### src/rtl/idx_dec_pkg.sv
// Shared types for the index-prefix decoder.
// Assumes an 8-bit instruction byte and a 16-bit address space.
package idx_dec_pkg;
    localparam int BYTE_W = 8;
    localparam int WORD_W = 16;
    localparam int LEN_W  = 3;
    localparam int SEL_W  = 4;

    typedef enum logic [SEL_W-1:0] {
        OP_NOP         = 4'd0,
        OP_ADD16       = 4'd1,
        OP_LDW_IMM     = 4'd2,
        OP_STW_ABS     = 4'd3,
        OP_LDW_ABS     = 4'd4,
        OP_INCW        = 4'd5,
        OP_DECW        = 4'd6,
        OP_INCB        = 4'd7,
        OP_DECB        = 4'd8,
        OP_LDB_IMM     = 4'd9,
        OP_BIT_HANDOFF = 4'd10
    } op_class_e;

    typedef enum logic [SEL_W-1:0] {
        SEL_NONE     = 4'd0,
        SEL_BC       = 4'd1,
        SEL_DE       = 4'd2,
        SEL_SP       = 4'd3,
        SEL_IDX      = 4'd4,
        SEL_IDX_HI   = 4'd5,
        SEL_IDX_LO   = 4'd6,
        SEL_MEM_DISP = 4'd7,
        SEL_MEM_ABS  = 4'd8,
        SEL_IMM8     = 4'd9,
        SEL_IMM16    = 4'd10
    } sel_e;

    typedef enum logic [2:0] {
        ST_PREFIX = 3'd0,
        ST_OPCODE = 3'd1,
        ST_DISP   = 3'd2,
        ST_IMM_LO = 3'd3,
        ST_IMM_HI = 3'd4
    } seq_state_e;

    typedef struct packed {
        op_class_e        op;
        sel_e             dst;
        sel_e             src;
        logic             need_disp;
        logic [1:0]       imm_cnt;
        logic [LEN_W-1:0] len;
    } op_info_t;
endpackage

### src/rtl/idx_opcode_classify.sv
// Combinational table for the opcode that follows an index prefix.
// Output: operation class, selectors, the extra bytes the opcode needs,
// and the total length. Assumes the prefix and opcode are always two bytes.
module idx_opcode_classify
    import idx_dec_pkg::*;
#(
    parameter logic [BYTE_W-1:0] ESC_CODE = 8'hCB
) (
    input  logic [BYTE_W-1:0] opcode,
    output op_info_t          info
);
    logic [1:0] f_x;
    logic [1:0] f_p;
    logic [2:0] f_z;
    logic       f_q;
    sel_e       half_sel;
    sel_e       pair_sel;

    // Split the opcode into its fields.
    always_comb begin
        f_x = opcode[7:6];
        f_p = opcode[5:4];
        f_z = opcode[2:0];
        f_q = opcode[3];
    end

    // Half-register and register-pair selections used by several rows.
    always_comb begin
        half_sel = f_q ? SEL_IDX_LO : SEL_IDX_HI;
        case (f_p)
            2'd0:    pair_sel = SEL_BC;
            2'd1:    pair_sel = SEL_DE;
            2'd2:    pair_sel = SEL_IDX;
            default: pair_sel = SEL_SP;
        endcase
    end

    // Decode table; anything unmatched stays a no-operation.
    always_comb begin
        info.op        = OP_NOP;
        info.dst       = SEL_NONE;
        info.src       = SEL_NONE;
        info.need_disp = 1'b0;
        info.imm_cnt   = 2'd0;
        if (opcode == ESC_CODE) begin
            info.op = OP_BIT_HANDOFF;
        end else if (f_x == 2'd0 && opcode[3:0] == 4'h9) begin
            info.op  = OP_ADD16;
            info.dst = SEL_IDX;
            info.src = pair_sel;
        end else if (f_x == 2'd0 && f_p == 2'd2) begin
            case (f_z)
                3'd1: begin
                    info.op      = OP_LDW_IMM;
                    info.dst     = SEL_IDX;
                    info.src     = SEL_IMM16;
                    info.imm_cnt = 2'd2;
                end
                3'd2: begin
                    info.op      = f_q ? OP_LDW_ABS : OP_STW_ABS;
                    info.dst     = f_q ? SEL_IDX : SEL_MEM_ABS;
                    info.src     = f_q ? SEL_MEM_ABS : SEL_IDX;
                    info.imm_cnt = 2'd2;
                end
                3'd3: begin
                    info.op  = f_q ? OP_DECW : OP_INCW;
                    info.dst = SEL_IDX;
                end
                3'd4: begin
                    info.op  = OP_INCB;
                    info.dst = half_sel;
                end
                3'd5: begin
                    info.op  = OP_DECB;
                    info.dst = half_sel;
                end
                3'd6: begin
                    info.op      = OP_LDB_IMM;
                    info.dst     = half_sel;
                    info.src     = SEL_IMM8;
                    info.imm_cnt = 2'd1;
                end
                default: info.op = OP_NOP;
            endcase
        end else if (f_x == 2'd0 && f_p == 2'd3 && (f_z == 3'd4 || f_z == 3'd5 || f_z == 3'd6) && !f_q) begin
            info.dst       = SEL_MEM_DISP;
            info.need_disp = 1'b1;
            case (f_z)
                3'd4:    info.op = OP_INCB;
                3'd5:    info.op = OP_DECB;
                default: begin
                    info.op      = OP_LDB_IMM;
                    info.src     = SEL_IMM8;
                    info.imm_cnt = 2'd1;
                end
            endcase
        end
        info.len = LEN_W'(2) + LEN_W'(info.need_disp) + LEN_W'(info.imm_cnt);
    end
endmodule

### src/rtl/idx_byte_sequencer.sv
// Byte-collection state machine: waits for a prefix, takes the opcode,
// then the displacement and immediate bytes the opcode calls for.
// Assumes the opcode's needs are reported combinationally every cycle.
module idx_byte_sequencer
    import idx_dec_pkg::*;
#(
    parameter logic [BYTE_W-1:0] PFX_X = 8'hDD,
    parameter logic [BYTE_W-1:0] PFX_Y = 8'hFD
) (
    input  logic              clk,
    input  logic              rst_n,
    input  logic              fire,
    input  logic [BYTE_W-1:0] byte_in,
    input  logic              need_disp,
    input  logic [1:0]        imm_cnt,
    output seq_state_e        state,
    output logic              idx_sel,
    output logic              ready,
    output logic              finish,
    output logic [LEN_W-1:0]  cnt
);
    seq_state_e nxt;
    logic       is_pfx;

    // Recognise either prefix byte.
    always_comb is_pfx = (byte_in == PFX_X) || (byte_in == PFX_Y);

    // Next state and the end-of-instruction strobe.
    always_comb begin
        nxt    = state;
        finish = 1'b0;
        if (fire) begin
            case (state)
                ST_PREFIX: if (is_pfx) nxt = ST_OPCODE;
                ST_OPCODE: begin
                    if (need_disp)          nxt = ST_DISP;
                    else if (imm_cnt != 0)  nxt = ST_IMM_LO;
                    else begin
                        nxt    = ST_PREFIX;
                        finish = 1'b1;
                    end
                end
                ST_DISP: begin
                    if (imm_cnt != 0) nxt = ST_IMM_LO;
                    else begin
                        nxt    = ST_PREFIX;
                        finish = 1'b1;
                    end
                end
                ST_IMM_LO: begin
                    if (imm_cnt == 2'd2) nxt = ST_IMM_HI;
                    else begin
                        nxt    = ST_PREFIX;
                        finish = 1'b1;
                    end
                end
                ST_IMM_HI: begin
                    nxt    = ST_PREFIX;
                    finish = 1'b1;
                end
                default: nxt = ST_PREFIX;
            endcase
        end
    end

    // State, index choice, ready flag and consumed-byte counter.
    always_ff @(posedge clk) begin
        if (!rst_n) begin
            state   <= ST_PREFIX;
            idx_sel <= 1'b0;
            ready   <= 1'b0;
            cnt     <= '0;
        end else begin
            state <= nxt;
            ready <= 1'b1;
            if (fire && state == ST_PREFIX && is_pfx) begin
                idx_sel <= (byte_in == PFX_Y);
                cnt     <= LEN_W'(1);
            end else if (fire && state != ST_PREFIX) begin
                cnt <= cnt + LEN_W'(1);
            end
        end
    end

    // The end strobe never repeats in the next cycle.
    p_single_done_r11: assert property (@(posedge clk) disable iff (!rst_n)
        finish |=> !finish);
endmodule

### src/rtl/idx_record_builder.sv
// Captures the displacement and low immediate byte, then registers the
// complete record on the final byte. Assumes the final byte is always
// the last immediate byte when the opcode takes one.
module idx_record_builder
    import idx_dec_pkg::*;
(
    input  logic              clk,
    input  logic              rst_n,
    input  logic              fire,
    input  logic              finish,
    input  logic [BYTE_W-1:0] byte_in,
    input  seq_state_e        state,
    input  logic              idx_sel,
    input  op_info_t          info,
    output logic              out_valid,
    output logic              out_idx,
    output logic [SEL_W-1:0]  out_op,
    output logic [SEL_W-1:0]  out_dst,
    output logic [SEL_W-1:0]  out_src,
    output logic [WORD_W-1:0] out_disp,
    output logic [WORD_W-1:0] out_imm,
    output logic [LEN_W-1:0]  out_len
);
    localparam int EXT_W = WORD_W - BYTE_W;

    logic [BYTE_W-1:0] disp_q;
    logic [BYTE_W-1:0] lo_q;
    logic [BYTE_W-1:0] disp_byte;
    logic [WORD_W-1:0] disp_ext;
    logic [WORD_W-1:0] imm_val;

    // Hold the displacement and first immediate byte as they pass.
    always_ff @(posedge clk) begin
        if (!rst_n) begin
            disp_q <= '0;
            lo_q   <= '0;
        end else begin
            if (fire && state == ST_DISP)   disp_q <= byte_in;
            if (fire && state == ST_IMM_LO) lo_q   <= byte_in;
        end
    end

    // Sign-extend the displacement; zero when the opcode has none.
    always_comb begin
        disp_byte = (state == ST_DISP) ? byte_in : disp_q;
        disp_ext  = info.need_disp ? {{EXT_W{disp_byte[BYTE_W-1]}}, disp_byte} : '0;
    end

    // Assemble the immediate from the final byte and the saved low byte.
    always_comb begin
        case (info.imm_cnt)
            2'd1:    imm_val = {{EXT_W{1'b0}}, byte_in};
            2'd2:    imm_val = {byte_in, lo_q};
            default: imm_val = '0;
        endcase
    end

    // Register the record and the one-cycle valid pulse.
    always_ff @(posedge clk) begin
        if (!rst_n) begin
            out_valid <= 1'b0;
            out_idx   <= 1'b0;
            out_op    <= '0;
            out_dst   <= '0;
            out_src   <= '0;
            out_disp  <= '0;
            out_imm   <= '0;
            out_len   <= '0;
        end else begin
            out_valid <= finish;
            if (finish) begin
                out_idx  <= idx_sel;
                out_op   <= info.op;
                out_dst  <= info.dst;
                out_src  <= info.src;
                out_disp <= disp_ext;
                out_imm  <= imm_val;
                out_len  <= info.len;
            end
        end
    end

    // Memory forms carry a properly sign-extended displacement.
    p_disp_sext_r8: assert property (@(posedge clk) disable iff (!rst_n)
        (out_valid && out_dst == SEL_MEM_DISP) |-> (out_disp[WORD_W-1:BYTE_W] == {EXT_W{out_disp[BYTE_W-1]}}));

    // Records without a displacement report zero.
    p_disp_unused_zero_r10: assert property (@(posedge clk) disable iff (!rst_n)
        (out_valid && out_dst != SEL_MEM_DISP) |-> (out_disp == '0));

    // A hand-off record covers only the prefix and the escape byte.
    p_handoff_len_r2: assert property (@(posedge clk) disable iff (!rst_n)
        (out_valid && out_op == OP_BIT_HANDOFF) |-> (out_len == LEN_W'(2)));
endmodule

### src/rtl/idx_prefix_decoder.sv
// Top of the index-prefix decoder. Takes a byte stream that starts with a
// prefix, classifies the opcode and emits one record per instruction.
// Assumes the downstream consumer samples the record on the valid pulse.
module idx_prefix_decoder
    import idx_dec_pkg::*;
#(
    parameter logic [7:0] PFX_X    = 8'hDD,
    parameter logic [7:0] PFX_Y    = 8'hFD,
    parameter logic [7:0] ESC_CODE = 8'hCB
) (
    input  logic        clk,
    input  logic        rst_n,
    input  logic        in_valid,
    input  logic [7:0]  in_byte,
    output logic        in_ready,
    output logic        out_valid,
    output logic        out_idx,
    output logic [3:0]  out_op,
    output logic [3:0]  out_dst,
    output logic [3:0]  out_src,
    output logic [15:0] out_disp,
    output logic [15:0] out_imm,
    output logic [2:0]  out_len
);
    logic              fire;
    logic              seq_finish;
    logic              seq_idx;
    logic [LEN_W-1:0]  seq_cnt;
    seq_state_e        seq_state;
    logic [BYTE_W-1:0] op_q;
    logic [BYTE_W-1:0] cls_opcode;
    op_info_t          info;

    // A byte moves when offered and accepted.
    always_comb fire = in_valid && in_ready;

    // Keep the opcode so the table stays valid for the trailing bytes.
    always_ff @(posedge clk) begin
        if (!rst_n)                           op_q <= '0;
        else if (fire && seq_state == ST_OPCODE) op_q <= in_byte;
    end

    // The table sees the live byte in the opcode slot, the saved one later.
    always_comb cls_opcode = (seq_state == ST_OPCODE) ? in_byte : op_q;

    idx_opcode_classify #(.ESC_CODE(ESC_CODE)) u_classify (
        .opcode (cls_opcode),
        .info   (info)
    );

    idx_byte_sequencer #(.PFX_X(PFX_X), .PFX_Y(PFX_Y)) u_seq (
        .clk       (clk),
        .rst_n     (rst_n),
        .fire      (fire),
        .byte_in   (in_byte),
        .need_disp (info.need_disp),
        .imm_cnt   (info.imm_cnt),
        .state     (seq_state),
        .idx_sel   (seq_idx),
        .ready     (in_ready),
        .finish    (seq_finish),
        .cnt       (seq_cnt)
    );

    idx_record_builder u_build (
        .clk       (clk),
        .rst_n     (rst_n),
        .fire      (fire),
        .finish    (seq_finish),
        .byte_in   (in_byte),
        .state     (seq_state),
        .idx_sel   (seq_idx),
        .info      (info),
        .out_valid (out_valid),
        .out_idx   (out_idx),
        .out_op    (out_op),
        .out_dst   (out_dst),
        .out_src   (out_src),
        .out_disp  (out_disp),
        .out_imm   (out_imm),
        .out_len   (out_len)
    );

    // The counted bytes agree with the length the table reports.
    p_len_matches_count_r13: assert property (@(posedge clk) disable iff (!rst_n)
        seq_finish |-> (LEN_W'(seq_cnt + LEN_W'(1)) == info.len));

    // A non-prefix byte at instruction start yields nothing.
    p_stray_dropped_r1: assert property (@(posedge clk) disable iff (!rst_n)
        (fire && seq_state == ST_PREFIX && in_byte != PFX_X && in_byte != PFX_Y)
        |=> (!out_valid && seq_state == ST_PREFIX));

    // Ready is raised once reset is released.
    p_ready_after_reset_r12: assert property (@(posedge clk) disable iff (!rst_n)
        1'b1 |=> in_ready);
endmodule

### config.mk
export PLATFORM = sky130hd
export DESIGN_NAME = idx_prefix_decoder
export DESIGN_NICKNAME = d
export VERILOG_FILES = /design/src/rtl/idx_dec_pkg.sv /design/src/rtl/idx_opcode_classify.sv /design/src/rtl/idx_byte_sequencer.sv /design/src/rtl/idx_record_builder.sv /design/src/rtl/idx_prefix_decoder.sv
export SDC_FILE = /design/constraint.sdc
export NUM_CORES = 1
export LEC_CHECK = 0
export BUFFER_PORTS_ARGS = -buffer_cell sky130_fd_sc_hd__buf_4
export CAP_MARGIN = 15
export CORE_MARGIN = 8
export CORE_UTILIZATION = 57
export DETAILED_ROUTE_END_ITERATION = 8
export GPL_ROUTABILITY_DRIVEN = 0
export PLACE_DENSITY = 0.8
export SYNTH_ARGS = -nofsm -noshare
export SYNTH_HDL_FRONTEND = slang
export SYNTH_SLANG_ARGS = --single-unit
export TNS_END_PERCENT = 30
### constraint.sdc
create_clock -name clk -period 5.63 [get_ports clk]
set_input_delay 0.563 -clock clk [delete_from_list [all_inputs] [get_ports clk]]
set_output_delay 0.563 -clock clk [all_outputs]
set_load 0.01 [all_outputs]
==> out/results.txt, run 1 <==
Worst slew margin relative to its limit: 0.392. The layout cell share with drive strength beyond 1 was 0.208. STA classifies the critical path endpoint as a flip-flop. The clock root buffer was sky130_fd_sc_hd__clkbuf_8.

The post-synthesis adder-cell area fraction was 0.0250. For the floorplan row count, the log shows 30. The xor/xnor share of the synthesized area is 0.00437, and the net count after synthesis is 483. The effective utilization at floorplan came out at 0.589.

The number of buffers and inverters on the critical path was 1; the detailed-route wire length was 10200 µm. Yosys printed 0 warnings. STA puts the critical path data arrival time at 5.48 ns. The H-tree depth came out at 3. Setup repair after global routing left no endpoint under its margin.

The startpoint identified for the worst hold timing path is u_build.out_imm[7]$_SDFFE_PN0P_. Dividing the detail-routed wire length by the instance count gives 17.3 µm. Leakage power summed over all cells: 1.76 nW. The via density per instance was 5.96; the final net count was 509.

Proportion of synthesized area in mux cells: 0.102. The tools report the startpoint of the worst-slack reg-to-reg timing path as u_seq.state[0]$_SDFFE_PN0P_. The total via count in the routed design was 3522; the total setup violations reported at the end of the flow was 0. The largest delay contributor family on the critical path was simple AND/OR/NAND/NOR gates. After legalization and detailed placement, the total HPWL measured 6900 µm. The startpoint kind of the worst setup timing path was a flip-flop.

Final hold violation count: 0. The tools report the total power consumption of the routed design as 0.000886 W. The cell area that synthesis handed to floorplanning was 4000 µm².

In the layout the commonest cells are sky130_fd_sc_hd__dfxtp_1 (70), sky130_fd_sc_hd__buf_4 (66), sky130_fd_sc_hd__nand2_1 (59). Share of flip-flops with an asynchronous set or reset: 0. The number of clock buffers added by TritonCTS is 9.

The simple-gate share of the synthesized area is 0.237. The number of antenna diodes in the final layout is 0. Adding up every negative setup slack in the final design gives 0 ns.

The cell count after synthesis was 464; the number of sinks on the clock net was 70. TritonCTS built the clock tree. The sequential share of the synthesized area is 0.350. Clock-pin slew was measured on the worst setup and hold paths at 0.08 ns.

The via count of the first global-routing pass is 3305. Initial DRC count: 383. Most common library cell in the layout ignoring fill and taps: sky130_fd_sc_hd__dfxtp_1.

In this design, the stage delay of the slowest critical-path cell is 0.73 ns. Yosys mapped a number of flops with a built-in enable equal to 0. The run finished with clean final reports. Dominant combinational cell family by area after synthesis: simple AND/OR/NAND/NOR gates. Input and output buffers added on the ports amount to 60. Setup slack on the critical path of the routed design comes to 0.425 ns.

The detail route stage leaves a number of antenna-violating nets equal to 0. For the achievable clock frequency, the log shows 192 MHz. The global-route usage over all layers was 0.203; the post-route clock period utilization was 0.925.

The total of hold buffers inserted after clock tree synthesis is 0, and the setup fix buffers added after clock tree synthesis is 0. For this design the top-level I/O count stands at 61. Dividing total power by cell area gives a power density of 196 nW/µm². Cell at the slowest stage of the critical path: sky130_fd_sc_hd__o311a_1. The synthesized-area fraction occupied by ao, oa, aoi and oai cells was 0.203. Post-CTS repair changed the size of 0 cells. In this run the horizontal extent of the chip is 99.8 µm. The first global-routing pass estimated 16500 µm of wire. The clock period could shrink to 5.21 ns. The share of the core filled with cells is 0.665. Setup slack after placement: 0.549 ns. The critical path starts at u_seq.state[0]$_SDFFE_PN0P_.

For the initial antenna violation count, the log shows 0. The required time of the critical path came out at 5.90 ns. VDD sags by at most 0.150 mV. The most instantiated flip-flop cell in the synthesis netlist was sky130_fd_sc_hd__dfxtp_1. For this run, design rule violations remaining after detail routing come to 0.

The run gives 0 as the overall overflow remaining after global route. At the pin with the least slew margin, the transition time is 0.909 ns. The first detailed-routing pass ran for 5 iterations. The region available for standard cell placement spans 6790 µm². The netlist uses 61 different library cells. Of all nets on the critical path, the largest fanout is 19.

The number of max-slew violations in the final report is 0, and the overall die area is 9960 µm². The tool flagged a number of max-cap violations equal to 0. The maximum number of pins on one net before global-route repair is 72. The die is 99.8 µm tall. In this run the worst hold path is classified as flip-flop to flip-flop.

Counting flops and latches in the post-synthesis netlist gives 70. The mean instance size in the synthesized netlist was 8.63 µm²; the clock network latency to the later pin of the worst-skew pair was 0.34 ns. The maximum clock insertion buffer count is 2. The critical path in this run is classified as flip-flop to flip-flop. Walking the worst path, the cells encountered are or3b_1, mux2i_1, ha_1, nor3b_1, mux2i_1, and3_1, nand4b_1, ha_1, nand2b_1, a21oi_1, o311a_1, buf_4, nand3_1, a21boi_1. The worst setup skew after layout is 0.00943 ns. Compared with the post-synthesis result, the final layout area differs by 12.9%.
==> routing by layer <==
layer | vias up | track usage | share of wire
met5 | - | 0 | 0
met4 | 0 | 0.0827 | 0.016
met3 | 19 | 0.0505 | 0.083
met2 | 146 | 0.312 | 0.46
met1 | 1663 | 0.264 | 0.44
li1 | 1694 | - | -
==> worst reg2reg max path, delay by kind of cell (launching register included) <==
kind / cells / cell delay, ns
flops: 1 / 0.53
compound gates: 3 / 1.19
buf+inv: 1 / 0.32
fa+ha+maj: 2 / 0.90
simple gates: 6 / 1.61
mux: 2 / 0.58
==> cell usage after synthesis, types with 2 or more instances <==
library cell / n / share of area
sky130_fd_sc_hd__o221ai_1: 2 / 0.0044
sky130_fd_sc_hd__o211ai_1: 2 / 0.0037
sky130_fd_sc_hd__nand4_1: 3 / 0.0047
sky130_fd_sc_hd__nor3b_1: 12 / 0.023
sky130_fd_sc_hd__dfxtp_1: 70 / 0.35
sky130_fd_sc_hd__ha_1: 8 / 0.025
sky130_fd_sc_hd__a21boi_1: 31 / 0.058
sky130_fd_sc_hd__nor4_1: 3 / 0.0047
sky130_fd_sc_hd__a31oi_1: 2 / 0.0031
sky130_fd_sc_hd__clkbuf_1: 26 / 0.024
sky130_fd_sc_hd__nor2b_1: 27 / 0.042
sky130_fd_sc_hd__a22o_1: 8 / 0.018
sky130_fd_sc_hd__o31ai_1: 3 / 0.0056
sky130_fd_sc_hd__and3_1: 3 / 0.0047
sky130_fd_sc_hd__or4_1: 2 / 0.0037
sky130_fd_sc_hd__o311a_1: 2 / 0.0050
sky130_fd_sc_hd__buf_4: 9 / 0.017
sky130_fd_sc_hd__o2111ai_1: 3 / 0.0066
sky130_fd_sc_hd__a211oi_1: 3 / 0.0056
sky130_fd_sc_hd__buf_2: 8 / 0.010
sky130_fd_sc_hd__nand2_1: 59 / 0.055
sky130_fd_sc_hd__o211a_1: 2 / 0.0050
sky130_fd_sc_hd__a21oi_1: 10 / 0.013
sky130_fd_sc_hd__buf_1: 2 / 0.0019
sky130_fd_sc_hd__buf_6: 6 / 0.017
sky130_fd_sc_hd__a211o_1: 2 / 0.0044
sky130_fd_sc_hd__o21ai_0: 8 / 0.010
sky130_fd_sc_hd__and2_1: 4 / 0.0062
sky130_fd_sc_hd__nand2b_1: 6 / 0.0094
sky130_fd_sc_hd__inv_1: 9 / 0.0084
sky130_fd_sc_hd__a311oi_1: 2 / 0.0044
sky130_fd_sc_hd__o21bai_1: 2 / 0.0037
sky130_fd_sc_hd__nor3_1: 4 / 0.0050
sky130_fd_sc_hd__o21ai_1: 4 / 0.0050
sky130_fd_sc_hd__nand4b_1: 4 / 0.0087
sky130_fd_sc_hd__nand3_1: 34 / 0.042
sky130_fd_sc_hd__mux2_2: 13 / 0.037
sky130_fd_sc_hd__a21boi_0: 11 / 0.021
sky130_fd_sc_hd__mux2i_1: 25 / 0.063
sky130_fd_sc_hd__nor2_1: 9 / 0.0084
==> worst paths after layout <==
kind	endpoint	depth (start not counted)	slack [ns]
hold reg to reg	u_build.out_imm[7]$_SDFFE_PN0P_	2	0.45
setup / recovery	u_build.out_imm[14]$_SDFFE_PN0P_	14	0.42
hold / removal	u_build.out_imm[7]$_SDFFE_PN0P_	2	0.45
setup reg to reg	u_build.out_imm[14]$_SDFFE_PN0P_	14	0.42
==> cell type report <==
class | count | area, µm²
Sequential cell | 70 | 1400
Tap cell | 96 | 120
Inverter | 9 | 33.8
Multi-Input combinational cell | 334 | 2300
Clock inverter | 6 | 37.5
Clock buffer | 10 | 128
Timing Repair Buffer | 66 | 495
Fill cell | 577 | 2270
==> flip-flops by register name (all words and copies together) (netlist names) <==
signal and count:
u_build.out_len 3, u_build.out_disp 8, u_seq.idx_sel 1, u_seq.ready 1, u_build.disp_q 8, u_build.out_dst 4
u_build.out_idx 1, u_build.lo_q 8, u_build.out_src 4, u_build.out_valid 1, u_build.out_op 4, op_q 8
u_build.out_imm 16, u_seq.state 3
==> through the flow <==
stage	instance area, µm²	cells	hold WS (ns)
detailed placement	4350	575	0.446
global placement	4350	575	0.442
finish	4520	591	0.454
global route	4520	591	0.480
floorplan	4000	464	0.430
CTS	4520	591	0.456
==> report_power, final <==
part	total (W)	switching [W]	internal (W)	leakage, nW
Sequential	0.000496	0.00000112	0.000495	0.564
Combinational	0.0000433	0.0000276	0.0000157	1.11
Clock	0.000346	0.000187	0.000159	0.0902
==> logic make-up (layout without fill, tap and decap cells) <==
group	after synthesis	in the layout
simple gates	178	178
compound gates	107	107
flops	70	70
buf+inv	60	91
mux	39	39
fa+ha+maj	8	8
xor+xnor	2	2
No activity file was read; power rests on OpenSTA's default activity.
==> run 2: changes to the inputs <==
--- a/config.mk
+++ b/config.mk
@@ -8,10 +8,10 @@
 export BUFFER_PORTS_ARGS = -buffer_cell sky130_fd_sc_hd__buf_4
 export CAP_MARGIN = 15
 export CORE_MARGIN = 8
-export CORE_UTILIZATION = 57
+export CORE_UTILIZATION = 62
 export DETAILED_ROUTE_END_ITERATION = 8
 export GPL_ROUTABILITY_DRIVEN = 0
-export PLACE_DENSITY = 0.8
+export PLACE_DENSITY = 0.86
 export SYNTH_ARGS = -nofsm -noshare
 export SYNTH_HDL_FRONTEND = slang
 export SYNTH_SLANG_ARGS = --single-unit
==> constraint.sdc (replaced) <==
create_clock -name clk -period 6.2 [get_ports clk]
set_input_delay 0.62 -clock clk [delete_from_list [all_inputs] [get_ports clk]]
set_output_delay 0.62 -clock clk [all_outputs]
set_load 0.01 [all_outputs]
==> run 2 against run 1 <==
  * Count of clock-buffer cells in the layout unchanged
  * Critical path depth increased by 2
  * Sequential share of layout area fell by 0.12 points
  * Final cell count down 3.2%
  * Register-to-register slack better by 0.53 ns
  * First-iteration DRC count is 5.2% lower
  * Global-route usage is 3.1 points higher
  * Via count is 3.0% higher
  * Setup slack improved by 0.53 ns
  * Largest power group unchanged
  * Highest routed layer unchanged
==> out/results.txt, run 2 (synthesis results as in run 1) <==
The total setup violations reported at the end of the flow came out at 0. STA classifies the critical path startpoint as a flip-flop. Global-route usage over all layers: 0.234.

The end of the worst register-to-register path is u_build.out_src[2]$_SDFFE_PN0P_. Counting the fill cells in the layout gives 473. Summed over all failing endpoints, the final setup total negative slack is 0 ns. The top cell types in the final layout, fill and taps aside, are sky130_fd_sc_hd__dfxtp_1 (70), sky130_fd_sc_hd__buf_4 (66), sky130_fd_sc_hd__nand2_1 (59). The H-tree depth came out at 3. The worst register-to-register path has a setup slack of 0.96 ns. The tools report the maximum number of pins on one net before global-route repair as 72. Along the worst path, the maximum fanout reaches 25.

The run gives 0.634 as the effective utilization at floorplan. 0 antenna diodes ended up in the layout. The logic gate share of total power was 0.045; the mean routed wirelength per cell was 18.3 µm. The total of buffers placed on input and output ports is 60. The clock root buffer is sky130_fd_sc_hd__clkbuf_8. The pre-antenna-repair detailed-routing pass consisted of 5 iterations. Hold is met by 0.457 ns.

The die is 96.4 µm wide. The path with the worst hold slack has its endpoint at u_build.out_imm[14]$_SDFFE_PN0P_. Worst slew margin relative to its limit: 0.348. The transition time of the tightest slew-check pin works out to 0.974 ns. The tools report the via count of the first global-routing pass as 3476. The number of flip-flops under the largest register name came out at 16. The run gives 191 MHz as the achievable clock frequency.

The floorplan step defined a die boundary enclosing 9290 µm². For this block, the routed nets add up to 10500 µm of wire. The required time of the critical path was 6.48 ns; the cell-internal power was 0.000662 W.

The highest ir drop seen on vdd is 0.160 mV. The run gives 0 as the post-route antenna net violation count. The multi-input combinational cells in the finished layout cover a total of 2300 µm².

The logs give 0.437 for the clock network fraction of total power and 0.0110 ns for the worst setup skew after layout. The post-layout minimum cycle time was 5.24 ns; the number of gates resized after cts was 0. In the final design database the tool counted 509 nets.

Cell at the slowest stage of the critical path: sky130_fd_sc_hd__ha_1. The run gives 2 as the maximum clock insertion buffer count. The tools report the number of max-slew violations in the final report as 0. Clock-pin slew was measured on the worst setup and hold paths at 0.08 ns. The startpoint identified for the worst register-to-register timing path is u_seq.state[0]$_SDFFE_PN0P_.

The core region is 6310 µm². The relative contribution of sequential cells to total power was 0.518; the initial DRC count was 363. Summing internal, switching and leakage power gives 0.000870 W.

The post-detailed-route DRC marker count is 0. In this run the most critical hold path is launched from u_build.out_imm[14]$_SDFFE_PN0P_. Summed over all nets, the switching power comes to 0.000208 W.

Counting flops per register, the top entry is u_build.out_imm. Using the TritonRoute via totals, the vias-per-cell ratio works out to 6.34. Layout cell share with drive strength beyond 1: 0.210.

In this run the worst hold path is classified as flip-flop to flip-flop. The HPWL after detailed placement is 6970 µm. The setup slack after placement came out at 1.10 ns. Across the whole layout, storage elements account for 1400 µm².

The run gives 29 as the floorplan row count. Traced cell by cell, the critical path runs through or3b_1, buf_4, mux2i_1, ha_1, nor3b_1, mux2_2, and2_1, o221ai_1, inv_1, ha_1, nand2b_1, a21oi_1, o311ai_4, buf_4, nand2_1, a21boi_1. 61 I/O pins were placed. The first global-routing pass estimated 17100 µm of wire. In this run the post-CTS setup repair buffer count came out at 0.

The number of clock buffers added by TritonCTS is 9. The leakage power summed over all cells came out at 1.78 nW. The area growth from synthesis to layout is 13.3%. The worst path setup slack after routing came out at 0.956 ns.

Delay of the slowest critical-path stage: 0.56 ns. The library cell used most frequently in the layout, excluding fill and tap cells, is sky130_fd_sc_hd__dfxtp_1. Ratio of total power to cell area: 192 nW/µm².

The flow ran to the end, and the final reports show no timing, DRC or antenna violations. Global routing finished with a remaining overflow of 0. The total of hold buffers inserted after clock tree synthesis came out at 0.

The critical path is of the flip-flop to flip-flop type. The clock network latency to the later pin of the worst-skew pair was 0.35 ns; the switching share of power was 0.239. The type of destination of the critical path is a flip-flop. The critical path arrival is 5.52 ns, and the worst hold path depth is 2. The detailed router placed 3629 vias in this run. In this run the vertical extent of the chip is 96.4 µm. Final hold violation count: 0. Setup repair after global routing left no endpoint under its margin.

The tools report the initial antenna violation count as 0. TritonCTS built the clock tree. The tools report the count of max-cap constraint violations as 0. For the worst flop-to-flop path, the logic depth is 16.

The tree built by TritonCTS fans out to 70 sinks. The post-route clock period utilization was 0.846.
-- run 2: cell types whose count changed in the layout (fill, tap and decap cells not counted) --
cell                         previous run  this run
sky130_fd_sc_hd__clkbuf_8               9        10
sky130_fd_sc_hd__bufinv_16              0         1
sky130_fd_sc_hd__clkinvlp_4             0         1
sky130_fd_sc_hd__clkinv_4               1         2
sky130_fd_sc_hd__clkbuf_1               1         0
sky130_fd_sc_hd__clkinv_2               4         1
-- run 2: routing by layer --
metal,wire length (µm),track usage
met5,0,0
met4,309,0.117
met3,858,0.0515
met2,4850,0.363
met1,4470,0.298
-- run 2: per-stage QoR --
step | utilization | std cells | instance area (µm²)
finish | 0.719 | 572 | 4540
global route | 0.719 | 572 | 4540
CTS | 0.719 | 572 | 4540
detailed placement | 0.686 | 556 | 4330
global placement | 0.686 | 556 | 4330
floorplan | - | 464 | 4000
-- run 2: critical path, delay by kind of cell, from the launching register on --
kind | cells | cell delay [ns]
and+or+nand+nor | 5 | 1.17
AOI/OAI and AO/OA | 4 | 1.05
adders and majority gates | 2 | 0.94
buffers and inverters | 3 | 0.73
muxes | 2 | 0.71
DFF | 1 | 0.54
-- run 2: worst max-delay path by stage --
| stage | cells after the start | from | end | slack, ns |
|---|---|---|---|---|
| floorplan | 19 | u_seq.state[2]$_SDFFE_PN0P_ | u_build.out_op[2]$_SDFFE_PN0P_ | 2.06 |
| global placement | 16 | u_seq.state[0]$_SDFFE_PN0P_ | u_build.out_src[3]$_SDFFE_PN0P_ | 1.40 |
| detailed placement | 16 | u_seq.state[0]$_SDFFE_PN0P_ | u_build.out_imm[2]$_SDFFE_PN0P_ | 1.10 |
| CTS | 16 | u_seq.state[0]$_SDFFE_PN0P_ | u_build.out_src[2]$_SDFFE_PN0P_ | 1.05 |
| global route | 16 | u_seq.state[0]$_SDFFE_PN0P_ | u_build.out_src[2]$_SDFFE_PN0P_ | 0.58 |
| finish | 16 | u_seq.state[0]$_SDFFE_PN0P_ | u_build.out_src[2]$_SDFFE_PN0P_ | 0.96 |
-- run 2: cell type report --
| type | instances | share of cell area |
|---|---|---|
| clock buffer | 10 | 0.0303 |
| clock inverter | 6 | 0.0152 |
| inverter | 9 | 0.00745 |
| multi-input combinational | 334 | 0.508 |
| sequential | 70 | 0.309 |
| tap | 77 | 0.0212 |
| timing repair buffer | 66 | 0.109 |
-- run 2: power by group through the flow --
| stage | Clock [W] | Combinational (W) | Sequential [W] |
|---|---|---|---|
| final | 0.000380 | 0.0000394 | 0.000450 |
| after global routing | 0.000406 | 0.0000417 | 0.000451 |
| after CTS | 0.000385 | 0.0000385 | 0.000450 |
| after detailed placement | 0 | 0.0000386 | 0.000461 |
| after global placement | 0 | 0.0000379 | 0.000461 |
| after floorplan | 0 | 0.0000243 | 0.000461 |
